### src/rtl/lnk_deframer_pkg.sv
// Package: shared character codes and enumerations for the link deframer.
// Assumes 8-bit characters and two characters per halfword.
package lnk_deframer_pkg;
    localparam int CHAR_W = 8;

    localparam logic [CHAR_W-1:0] CH_COMMA  = 8'hBC;
    localparam logic [CHAR_W-1:0] CH_IDLE_D = 8'hC5;
    localparam logic [CHAR_W-1:0] CH_START  = 8'hDC;
    localparam logic [CHAR_W-1:0] CH_END    = 8'h9C;
    localparam logic [CHAR_W-1:0] CH_XON    = 8'h5C;
    localparam logic [CHAR_W-1:0] CH_XOFF   = 8'h7C;
    localparam logic [CHAR_W-1:0] CH_FAULT  = 8'h00;
    localparam logic [CHAR_W-1:0] CH_NOSIG  = 8'hFF;

    typedef enum logic [2:0] {
        HC_DATA, HC_IDLE, HC_START, HC_END, HC_XON, HC_XOFF, HC_BAD, HC_OTHER
    } hw_class_e;

    typedef enum logic [1:0] {
        ST_HUNT, ST_LOW, ST_HIGH, ST_CRC
    } rx_state_e;
endpackage

### src/rtl/lnk_char_decode.sv
// Module: classifies one received halfword by its two characters and flags.
// Assumes the high character sits in the upper byte. Purely combinational.
module lnk_char_decode
    import lnk_deframer_pkg::*;
#(
    parameter int HALF_W = 2*CHAR_W
) (
    input  logic [HALF_W-1:0] half,
    input  logic              k_lo,
    input  logic              k_hi,
    output hw_class_e         cls
);
    logic [CHAR_W-1:0] ch_lo, ch_hi;
    logic              fault_lo, fault_hi;

    assign ch_lo = half[CHAR_W-1:0];
    assign ch_hi = half[HALF_W-1:CHAR_W];

    // Fault detection: a flagged byte carrying an invalid code.
    assign fault_lo = k_lo && (ch_lo == CH_FAULT || ch_lo == CH_NOSIG);
    assign fault_hi = k_hi && (ch_hi == CH_FAULT || ch_hi == CH_NOSIG);

    // Classification with faults taking priority over every other pattern.
    always_comb begin
        if (fault_lo || fault_hi) begin
            cls = HC_BAD;
        end else if (!k_lo && !k_hi) begin
            cls = HC_DATA;
        end else if (k_hi && !k_lo && ch_hi == CH_COMMA && ch_lo == CH_IDLE_D) begin
            cls = HC_IDLE;
        end else if (k_hi && k_lo && ch_hi == ch_lo) begin
            case (ch_hi)
                CH_START: cls = HC_START;
                CH_END:   cls = HC_END;
                CH_XON:   cls = HC_XON;
                CH_XOFF:  cls = HC_XOFF;
                default:  cls = HC_OTHER;
            endcase
        end else begin
            cls = HC_OTHER;
        end
    end
endmodule

### src/rtl/lnk_crc16.sv
// Module: 16-bit CRC register updated with a whole halfword per cycle.
// Assumes halfwords are fed MSB first; restart has priority over update.
module lnk_crc16 #(
    parameter int          CRC_W = 16,
    parameter logic [15:0] POLY  = 16'h1021,
    parameter logic [15:0] INIT  = 16'hFFFF
) (
    input  logic             clk,
    input  logic             rst_n,
    input  logic             restart,
    input  logic             update,
    input  logic [CRC_W-1:0] din,
    output logic [CRC_W-1:0] crc_q
);
    // Unrolled bit-serial step over all input bits, MSB first.
    function automatic logic [CRC_W-1:0] crc_next(input logic [CRC_W-1:0] c,
                                                  input logic [CRC_W-1:0] d);
        logic [CRC_W-1:0] r;
        logic             fb;
        r = c;
        for (int b = CRC_W-1; b >= 0; b--) begin
            fb = r[CRC_W-1] ^ d[b];
            r  = {r[CRC_W-2:0], 1'b0} ^ (fb ? POLY : '0);
        end
        return r;
    endfunction

    // CRC state register.
    always_ff @(posedge clk) begin
        if (!rst_n)       crc_q <= INIT;
        else if (restart) crc_q <= INIT;
        else if (update)  crc_q <= crc_next(crc_q, din);
    end
endmodule

### src/rtl/lnk_frame_fsm.sv
// Module: framing state machine. Tracks packet position, assembles the low
// half of each word and signals word completion, CRC arrival and aborts.
// Assumes the halfword class comes from lnk_char_decode in the same cycle.
module lnk_frame_fsm
    import lnk_deframer_pkg::*;
#(
    parameter int HALF_W = 16,
    localparam int WORD_W = 2*HALF_W
) (
    input  logic              clk,
    input  logic              rst_n,
    input  hw_class_e         cls,
    input  logic [HALF_W-1:0] half,
    output logic              start_pkt,
    output logic              crc_update,
    output logic              word_done,
    output logic [WORD_W-1:0] word_data,
    output logic              crc_seen,
    output logic              abort
);
    rx_state_e         state, state_nxt;
    logic [HALF_W-1:0] lo_hold;

    // Next-state and event decode for the current halfword.
    always_comb begin
        state_nxt  = state;
        start_pkt  = 1'b0;
        crc_update = 1'b0;
        word_done  = 1'b0;
        crc_seen   = 1'b0;
        abort      = 1'b0;
        case (state)
            ST_HUNT: begin
                if (cls == HC_START) begin
                    start_pkt = 1'b1;
                    state_nxt = ST_LOW;
                end
            end
            ST_LOW: begin
                case (cls)
                    HC_DATA: begin
                        crc_update = 1'b1;
                        state_nxt  = ST_HIGH;
                    end
                    HC_END: state_nxt = ST_CRC;
                    HC_START, HC_BAD, HC_OTHER: begin
                        abort     = 1'b1;
                        state_nxt = ST_HUNT;
                    end
                    default: ;
                endcase
            end
            ST_HIGH: begin
                case (cls)
                    HC_DATA: begin
                        crc_update = 1'b1;
                        word_done  = 1'b1;
                        state_nxt  = ST_LOW;
                    end
                    HC_END, HC_START, HC_BAD, HC_OTHER: begin
                        abort     = 1'b1;
                        state_nxt = ST_HUNT;
                    end
                    default: ;
                endcase
            end
            ST_CRC: begin
                case (cls)
                    HC_DATA: begin
                        crc_seen  = 1'b1;
                        state_nxt = ST_HUNT;
                    end
                    HC_END, HC_START, HC_BAD, HC_OTHER: begin
                        abort     = 1'b1;
                        state_nxt = ST_HUNT;
                    end
                    default: ;
                endcase
            end
            default: state_nxt = ST_HUNT;
        endcase
    end

    assign word_data = {half, lo_hold};

    // State register.
    always_ff @(posedge clk) begin
        if (!rst_n) state <= ST_HUNT;
        else        state <= state_nxt;
    end

    // Low-half holding register, loaded by the first data halfword of a word.
    always_ff @(posedge clk) begin
        if (!rst_n)                             lo_hold <= '0;
        else if (state == ST_LOW && cls == HC_DATA) lo_hold <= half;
    end

    // Flow-control characters leave the framing state untouched.
    assert_ctl_no_move_R6: assert property (@(posedge clk) disable iff (!rst_n)
        (cls == HC_XON || cls == HC_XOFF) |=> state == $past(state));

    // Idle characters leave the framing state untouched.
    assert_idle_no_move_R3: assert property (@(posedge clk) disable iff (!rst_n)
        (cls == HC_IDLE) |=> state == $past(state));
endmodule

### src/rtl/lnk_out_stage.sv
// Module: pending-word register plus output register with valid/ready.
// Holds the newest word until it is known whether it closes the packet,
// then moves it to the output register; drops a word if that register is
// full and stalled, flagging the overrun.
module lnk_out_stage #(
    parameter int WORD_W = 32
) (
    input  logic              clk,
    input  logic              rst_n,
    input  logic              start_pkt,
    input  logic              word_done,
    input  logic [WORD_W-1:0] word_in,
    input  logic              crc_seen,
    input  logic              crc_ok,
    input  logic              abort,
    input  logic              out_ready,
    output logic              out_valid,
    output logic [WORD_W-1:0] out_data,
    output logic              out_sop,
    output logic              out_eop,
    output logic              out_err,
    output logic              overrun
);
    logic              pend_v, pend_sop, first_word;
    logic [WORD_W-1:0] pend_data;
    logic              emit, emit_eop, emit_err, can_load;

    assign emit     = pend_v && (word_done || crc_seen || abort);
    assign emit_eop = crc_seen || abort;
    assign emit_err = abort || (crc_seen && !crc_ok);
    assign can_load = !out_valid || out_ready;
    assign overrun  = emit && !can_load;

    // Pending-word register and first-word tracking.
    always_ff @(posedge clk) begin
        if (!rst_n) begin
            pend_v     <= 1'b0;
            pend_sop   <= 1'b0;
            pend_data  <= '0;
            first_word <= 1'b0;
        end else if (start_pkt) begin
            pend_v     <= 1'b0;
            first_word <= 1'b1;
        end else if (word_done) begin
            pend_v     <= 1'b1;
            pend_data  <= word_in;
            pend_sop   <= first_word;
            first_word <= 1'b0;
        end else if (crc_seen || abort) begin
            pend_v <= 1'b0;
        end
    end

    // Output register with valid/ready handshake.
    always_ff @(posedge clk) begin
        if (!rst_n) begin
            out_valid <= 1'b0;
            out_data  <= '0;
            out_sop   <= 1'b0;
            out_eop   <= 1'b0;
            out_err   <= 1'b0;
        end else if (emit && can_load) begin
            out_valid <= 1'b1;
            out_data  <= pend_data;
            out_sop   <= pend_sop;
            out_eop   <= emit_eop;
            out_err   <= emit_err;
        end else if (out_ready) begin
            out_valid <= 1'b0;
        end
    end

    // A stalled output word must not change.
    assert_stall_hold_R10: assert property (@(posedge clk) disable iff (!rst_n)
        (out_valid && !out_ready) |=> (out_valid && $stable(out_data) &&
                                       $stable(out_sop) && $stable(out_eop) &&
                                       $stable(out_err)));

    // The error flag only ever rides on a closing word.
    assert_err_on_eop_R7: assert property (@(posedge clk) disable iff (!rst_n)
        (out_valid && out_err) |-> out_eop);
endmodule

### src/rtl/link_deframer.sv
// Module: top of the serial link deframer. Wires the character decoder,
// framing FSM, CRC register and output stage, and owns the flow-control
// pulses and the sticky link error flag.
// Assumes one halfword per clock with no gaps; idles fill unused slots.
module link_deframer #(
    parameter int          HALF_W   = 16,
    parameter logic [15:0] CRC_POLY = 16'h1021,
    parameter logic [15:0] CRC_INIT = 16'hFFFF,
    localparam int         WORD_W   = 2*HALF_W
) (
    input  logic              clk,
    input  logic              rst_n,
    input  logic [HALF_W-1:0] rx_half,
    input  logic              rx_k_lo,
    input  logic              rx_k_hi,
    input  logic              err_clear,
    input  logic              out_ready,
    output logic              out_valid,
    output logic [WORD_W-1:0] out_data,
    output logic              out_sop,
    output logic              out_eop,
    output logic              out_crc_err,
    output logic              xon_rcvd,
    output logic              xoff_rcvd,
    output logic              link_error
);
    import lnk_deframer_pkg::*;

    hw_class_e         cls;
    logic              start_pkt, crc_update, word_done, crc_seen, abort, overrun;
    logic [WORD_W-1:0] word_data;
    logic [HALF_W-1:0] crc_q;

    lnk_char_decode #(.HALF_W(HALF_W)) u_decode (
        .half (rx_half),
        .k_lo (rx_k_lo),
        .k_hi (rx_k_hi),
        .cls  (cls)
    );

    lnk_frame_fsm #(.HALF_W(HALF_W)) u_fsm (
        .clk        (clk),
        .rst_n      (rst_n),
        .cls        (cls),
        .half       (rx_half),
        .start_pkt  (start_pkt),
        .crc_update (crc_update),
        .word_done  (word_done),
        .word_data  (word_data),
        .crc_seen   (crc_seen),
        .abort      (abort)
    );

    lnk_crc16 #(.CRC_W(HALF_W), .POLY(CRC_POLY), .INIT(CRC_INIT)) u_crc (
        .clk     (clk),
        .rst_n   (rst_n),
        .restart (start_pkt),
        .update  (crc_update),
        .din     (rx_half),
        .crc_q   (crc_q)
    );

    lnk_out_stage #(.WORD_W(WORD_W)) u_out (
        .clk       (clk),
        .rst_n     (rst_n),
        .start_pkt (start_pkt),
        .word_done (word_done),
        .word_in   (word_data),
        .crc_seen  (crc_seen),
        .crc_ok    (rx_half == crc_q),
        .abort     (abort),
        .out_ready (out_ready),
        .out_valid (out_valid),
        .out_data  (out_data),
        .out_sop   (out_sop),
        .out_eop   (out_eop),
        .out_err   (out_crc_err),
        .overrun   (overrun)
    );

    // Flow-control pulse registers.
    always_ff @(posedge clk) begin
        if (!rst_n) begin
            xon_rcvd  <= 1'b0;
            xoff_rcvd <= 1'b0;
        end else begin
            xon_rcvd  <= (cls == HC_XON);
            xoff_rcvd <= (cls == HC_XOFF);
        end
    end

    // Sticky link error: faults and overruns set it, err_clear resets it.
    always_ff @(posedge clk) begin
        if (!rst_n)                          link_error <= 1'b0;
        else if (cls == HC_BAD || overrun)   link_error <= 1'b1;
        else if (err_clear)                  link_error <= 1'b0;
    end

    // Every packet start must reload the CRC register with its seed.
    assert_crc_seed_R4: assert property (@(posedge clk) disable iff (!rst_n)
        start_pkt |=> crc_q == CRC_INIT);

    // A flow-control pulse always traces back to its character.
    assert_xon_source_R6: assert property (@(posedge clk) disable iff (!rst_n)
        xon_rcvd |-> $past(cls == HC_XON));
    assert_xoff_source_R6: assert property (@(posedge clk) disable iff (!rst_n)
        xoff_rcvd |-> $past(cls == HC_XOFF));

    // link_error holds unless cleared with no new fault.
    assert_sticky_err_R8: assert property (@(posedge clk) disable iff (!rst_n)
        (link_error && !err_clear) |=> link_error);
endmodule

### config.mk
export PLATFORM = sky130hd
export DESIGN_NAME = link_deframer
export DESIGN_NICKNAME = d
export VERILOG_FILES = /design/src/rtl/lnk_deframer_pkg.sv /design/src/rtl/lnk_char_decode.sv /design/src/rtl/lnk_crc16.sv /design/src/rtl/lnk_frame_fsm.sv /design/src/rtl/lnk_out_stage.sv /design/src/rtl/link_deframer.sv
export SDC_FILE = /design/constraint.sdc
export NUM_CORES = 1
export LEC_CHECK = 0
export BUFFER_PORTS_ARGS = -buffer_cell sky130_fd_sc_hd__buf_2
export CAP_MARGIN = 5
export CORE_MARGIN = 2
export CORE_UTILIZATION = 35
export DETAILED_ROUTE_END_ITERATION = 10
export GPL_ROUTABILITY_DRIVEN = 0
export HOLD_SLACK_MARGIN = 0.15
export PLACE_DENSITY = 0.62
export SKIP_CTS_REPAIR_TIMING = 1
export SYNTH_ARGS = -nofsm -noshare
export SYNTH_HDL_FRONTEND = slang
export SYNTH_SLANG_ARGS = --single-unit
### constraint.sdc
create_clock -name clk -period 4.5 [get_ports clk]
set_input_delay 1.35 -clock clk [delete_from_list [all_inputs] [get_ports clk]]
set_output_delay 1.35 -clock clk [all_outputs]
set_load 0.03 [all_outputs]
==> results of run 1 <==
==> worst max path at each step <==
stage	slack, ns	endpoint	startpoint	cells past startpoint
2_1_floorplan	0.81	u_out.out_data[10]$_SDFFE_PN0P_	rx_half[8]	10
3_3_place_gp	0.52	u_crc.crc_q[15]$_SDFFE_PP1P_	rx_half[12]	8
3_5_place_dp	0.27	u_crc.crc_q[15]$_SDFFE_PP1P_	rx_half[12]	8
4_1_cts	0.63	u_crc.crc_q[15]$_SDFFE_PP1P_	rx_half[12]	8
5_1_grt	0.31	u_crc.crc_q[15]$_SDFFE_PP1P_	rx_half[12]	8
6_report	0.55	u_crc.crc_q[15]$_SDFFE_PP1P_	rx_half[12]	8
==> logic make-up (layout without fill, tap and decap cells) <==
logic type	after synthesis	in the layout	synth area share, %
and+or+nand+nor	264	264	22.6
muxes	36	36	7.19
DFF	108	108	43.1
buffers and inverters	50	86	5.02
adders and majority gates	4	4	0.998
AOI/OAI and AO/OA	83	83	10.1
xor gates and xnor gates	58	58	11.0
==> worst max-delay path, delay by kind of cell <==
kind            cells  cell delay, ns
simple gates        4            1.46
compound gates      3            1.15
buf+inv             1            0.17
==> registers in the layout, indices dropped and copies added (netlist names) <==
signal            count
xoff_rcvd             1
u_out.out_sop         1
u_out.first_word      1
link_error            1
xon_rcvd              1
u_out.pend_sop        1
u_out.out_data       32
u_fsm.state           2
u_out.out_valid       1
u_out.pend_data      32
u_crc.crc_q          16
u_out.out_eop         1
u_out.out_err         1
u_fsm.lo_hold        16
u_out.pend_v          1
==> synth_stat cells (5+ instances only) <==
cell      number  area, µm²
nor2_1        20       75.1
nor4_1         6       37.5
nand4_1        6       37.5
a21oi_1       54        270
clkbuf_1      39        146
xnor2_1       45        394
nor3_1         5       25.0
o211ai_1       6       45.0
nand3_1       10       50.1
o21ai_0        5       25.0
dfxtp_1      108       2160
nand2_1      192        721
mux2i_1       36        360
inv_1          6       22.5
xor2_1        10       87.6
==> metal layers <==
layer  track usage [%]  vias to the layer above  wire length, µm
li1                  -                     2060                -
met1              21.4                     1920             5480
met2              23.8                      140             5050
met3              3.71                       28              825
met4              6.82                        0              319
met5                 0                        -                0
==> layout make-up <==
class / instances / area share [%]
Clock buffer: 12 / 4.37
Sequential cell: 108 / 38.3
Inverter: 6 / 0.399
Multi-Input combinational cell: 445 / 46.1
Timing Repair Buffer: 64 / 5.85
Clock inverter: 4 / 1.02
Tap cell: 180 / 3.99
==> through the flow <==
stage                     instance area (µm²)  hold slack, ns  setup WS (ns)
after floorplan                          5010           0.432          0.810
after global placement                   5340           0.443          0.524
after detailed placement                 5340           0.443          0.265
after CTS                                5640           0.458          0.626
after global routing                     5640           0.463          0.310
final                                    5640           0.452          0.554
==> power by group through the flow <==
stage | Sequential [mW] | Combinational [mW] | Clock [mW]
after CTS | 0.979 | 0.304 | 0.828
after global routing | 0.981 | 0.334 | 0.868
after global placement | 1.00 | 0.297 | 0
after floorplan | 1.00 | 0.243 | 0
after detailed placement | 1.00 | 0.301 | 0
final | 0.980 | 0.307 | 0.807
==> impl_metrics.yaml, run 1 <==
floorplan:
  die_h_um: 124
  pin_count: 61
  core_area_mm2: 0.0139
  die_area_mm2: 0.0153
  die_w_um: 124
  initial_core_util_pct: 36.0
  placementRows: 43
synthesis:
  ys_async_sr_fraction_pct: 0
  ys_warn_count: 0
  seq_area_frac_synth_pct: 43.1
  syn_nets: 629
  ys_ff_latch: 108
  synthCells: 603
  synth_area_per_cell_um2: 8.31
  ys.flop_type: "dfxtp_1"
  synth_cell_types: 47
  syn-cell-area_mm2: 0.00501
  synth_edf_count: 0
grt:
  grt_max_degree: 73
  antenna_found_initial: 0
  track_usage_pct: 15.7
  grt_pass1_vias: 3874
  grt_pass1_wl_mm: 18.8
  overflow: 0
routing:
  first_pass_iters: 5
  wl_mm: 11.7
  drc: 0
  via_per_inst: 5.06
  vias: 4148
  ant_nets: 0
  drt-wirelength-per-cell_um: 14.2
  drt_iter0_markers: 261
flow_run:
  maxCapViolations: 0
sta:
  maxSlewViolCount: 0
  setup_viol: 0
  finalCritPeriodShare_pct: 87.7
  fin_crit_ns: 3.95
  rsz0062_at_grt: "no"
  finClkSkew_ns: 0.00517
  worst_pin_slew_ns: 1.11
  fmax_ghz: 0.253
  slew_headroom_pct: 25.5
  finalHoldViolCount: 0
  finalSetupTns_ns: 0
power_and_ir_drop:
  swShare_pct: 26.1
  p_sw_mw: 0.545
  p_leak_nw: 2.05
  powerDensity_mw_per_mm2: 371
  total_power_mw: 2.09
  p_int_mw: 1.55
  vdd_ir_drop_max_uv: 172
  seq_power_share_pct: 46.8
  pwr-share-clk_pct: 38.5
  p_comb_share_pct: 14.7
setup_path:
  endpoint_kind: "flip-flop"
  crit_slowest_cell: "nor2_1"
  r2r_slack_ns: 2.09
  crit_path_cell_trace: "buf_2 > and4_1 > and3_1 > a41o_1 > a211oi_1 > nor4_1 > nor2_1 > o21ai_0"
  arrival_ns: 4.11
  r2r-end: "u_out.out_data[2]$_SDFFE_PN0P_"
  critical_path_peak_fanout: 17
  critPathKind: "input port to flip-flop"
  cp.required_ns: 4.67
  startpoint_type: "input port"
  r2r_cells: 9
  cpPeakStageDelay_ns: 0.88
  r2r_start: "u_fsm.state[0]$_SDFFE_PN0P_"
final_layout:
  n_fill_cell: 1391
  fin_util_pct: 40.5
  multi_input_area_mm2: 0.00260
  seq_area_mm2: 0.00216
  fin_cells: 819
  final_common_cell: "nand2_1"
  nets: 660
  areaGrowthSynthToFinish_pct: 12.6
  layout-drive-gt1-share_pct: 13.3
  final_cell_mix: "nand2_1 (192), dfxtp_1 (108), buf_2 (60)"
  n_antenna_cell: 0
hold_path:
  holdCritPathClass: "flip-flop to flip-flop"
  holdPathEnd: "u_out.pend_data[1]$_SDFFE_PN0P_"
  min_from: "u_fsm.lo_hold[1]$_SDFFE_PN0P_"
  min_path_cells: 2
clock_network:
  clkLatencyLatePin_ns: 0.35
  path_clk_slew_ns: 0.07
  clkSinkCount: 108
  h-tree-depth: 3
  cts-root-buf: "clkbuf_16"
  clk_path_buf_depth: 2
  numCtsBuffers: 9
  cts_tree: "done"
status:
  outcome: "finished clean"
placement:
  dpl.cell_count: 803
  place_hpwl_mm: 8.39
  numPortBuffers: 60
No activity file was read; power rests on OpenSTA's default activity.
==> inputs of run 2 (changes only) <==
Settings changed: CORE_ASPECT_RATIO from default to 0.8, CORE_UTILIZATION 35 to 50, PLACE_DENSITY 0.62 to 0.79.
==> run 2 against run 1 <==
  * Register-to-register slack is essentially flat
  * Die area shrank 29%
  * Total power shrank 2.9%
  * First-iteration DRC count grew 19%
  * Non-clock buffer count is the same
  * Clock skew grew 0.0032 ns
  * Cell count shrank 5.4%
  * Design area shrank 1.4%
  * Critical endpoint is now u_crc.crc_q[5]$_SDFFE_PP1P_
  * Largest cell class unchanged
  * Largest power group unchanged
==> impl_metrics.yaml, run 2 (synthesis results as in run 1) <==
status:
  outcome: "finished clean"
setup_path:
  r2r-end: "u_out.out_data[7]$_SDFFE_PN0P_"
  crit_slowest_cell: "nor2_1"
  endpoint_kind: "flip-flop"
  path_buf_inv: 1
  critical_path_peak_fanout: 17
  r2r_cells: 9
  critical-path-top-delay-family: "simple AND/OR/NAND/NOR gates"
  crit_path_cell_trace: "buf_2 > and4_1 > and3_1 > a41o_1 > a211oi_1 > nor4_1 > nor2_1 > o21ai_0"
  r2r_start: "u_fsm.state[0]$_SDFFE_PN0P_"
  critPathKind: "input port to flip-flop"
  cp.required_ns: 4.67
  arrival_ns: 4.15
  r2r_slack_ns: 2.09
  cpPeakStageDelay_ns: 0.92
  startpoint_type: "input port"
clock_network:
  clk_path_buf_depth: 2
  path_clk_slew_ns: 0.07
  cts_tree: "done"
  h-tree-depth: 3
  clkSinkCount: 108
  cts-root-buf: "clkbuf_16"
  clkLatencyLatePin_ns: 0.35
  numCtsBuffers: 9
sta:
  setup_slack_ns: 0.525
  finalCritPeriodShare_pct: 88.3
  hold_ws_ns: 0.451
  fmax_ghz: 0.252
  finClkSkew_ns: 0.00835
  slew_headroom_pct: 21.1
  maxSlewViolCount: 0
  worst_pin_slew_ns: 1.18
  setup_viol: 0
  rsz0062_at_grt: "no"
  finalHoldViolCount: 0
  fin_crit_ns: 3.98
  finalSetupTns_ns: 0
placement:
  place_area_mm2: 0.00529
  pre_cts_ws_ns: 0.264
  dpl.cell_count: 759
  numPortBuffers: 60
  place_hpwl_mm: 8.09
final_layout:
  final_cell_mix: "nand2_1 (192), dfxtp_1 (108), buf_2 (60)"
  n_fill_cell: 884
  seq_area_mm2: 0.00216
  final_area_mm2: 0.00557
  areaGrowthSynthToFinish_pct: 11.0
  n_antenna_cell: 0
  largestRegisters: "u_out.out_data x32, u_out.pend_data x32"
  fin_util_pct: 57.4
  fin_cells: 775
  final_common_cell: "nand2_1"
  layout-drive-gt1-share_pct: 13.5
  nets: 660
  multi_input_area_mm2: 0.00260
power_and_ir_drop:
  powerDensity_mw_per_mm2: 365
  p_leak_nw: 2.05
  vdd_ir_drop_max_uv: 198
  total_power_mw: 2.03
floorplan:
  die_area_mm2: 0.0108
  initial_core_util_pct: 51.7
  placementRows: 32
  core_area_mm2: 0.00969
  pin_count: 61
  die_h_um: 93.6
  die_w_um: 116
hold_path:
  holdCritPathClass: "flip-flop to flip-flop"
  min_path_cells: 2
  holdPathEnd: "u_out.out_data[18]$_SDFFE_PN0P_"
  min_from: "u_out.out_data[18]$_SDFFE_PN0P_"
routing:
  ant_nets: 0
  via_per_inst: 5.39
  drc: 0
  wl_mm: 11.3
  drt_iter0_markers: 310
  vias: 4177
  drt-wirelength-per-cell_um: 14.6
  first_pass_iters: 5
grt:
  grt_max_degree: 73
  track_usage_pct: 21.7
  overflow: 0
  grt_pass1_wl_mm: 18.7
  grt_pass1_vias: 3980
  antenna_found_initial: 0
flow_run:
  maxCapViolations: 0
run 2: changes by cell type in the layout (fill, tap and decap cells not counted):
cell	delta
clkbuf_8	+1
clkinv_2	+3
bufinv_16	-1
clkbuf_1	-1
inv_8	-1
clkinvlp_4	-1
run 2: layout make-up:
cell class,count,area share [%]
Clock buffer,12,4.61
Clock inverter,4,0.427
Inverter,6,0.405
Multi-Input combinational cell,445,46.7
Sequential cell,108,38.8
Tap cell,136,3.06
Timing Repair Buffer,64,5.94
run 2: per-layer routing:
metal / global-route usage, % / up-vias / wire [µm]
met5: 0 / - / 0
met4: 7.94 / 0 / 164
met3: 5.83 / 20 / 893
met2: 34.6 / 168 / 5040
met1: 28.4 / 1941 / 5230
li1: - / 2048 / -
run 2: worst max path at each step:
| stage | from | end | slack, ns | cells past startpoint |
|---|---|---|---|---|
| after detailed placement | rx_half[12] | u_crc.crc_q[3]$_SDFFE_PP1P_ | 0.26 | 8 |
| after global placement | rx_half[12] | u_crc.crc_q[15]$_SDFFE_PP1P_ | 0.48 | 8 |
| final | rx_half[12] | u_crc.crc_q[5]$_SDFFE_PP1P_ | 0.52 | 8 |
| after global routing | rx_half[12] | u_crc.crc_q[10]$_SDFFE_PP1P_ | 0.41 | 8 |
| after CTS | rx_half[12] | u_crc.crc_q[5]$_SDFFE_PP1P_ | 0.62 | 8 |
| after floorplan | rx_half[8] | u_out.out_data[10]$_SDFFE_PN0P_ | 0.81 | 10 |
run 2: tightest hold or removal path, stage by stage, from the launching register on:
cell and delay (ns):
dfxtp_1 0.30, nand2_1 0.05, mux2i_1 0.05
run 2: power by group:
part | total, mW | switching [mW] | internal (mW)
registers | 0.980 | 0.0108 | 0.970
clock network | 0.748 | 0.344 | 0.404
logic | 0.303 | 0.177 | 0.126
total | 2.03 | 0.532 | 1.50
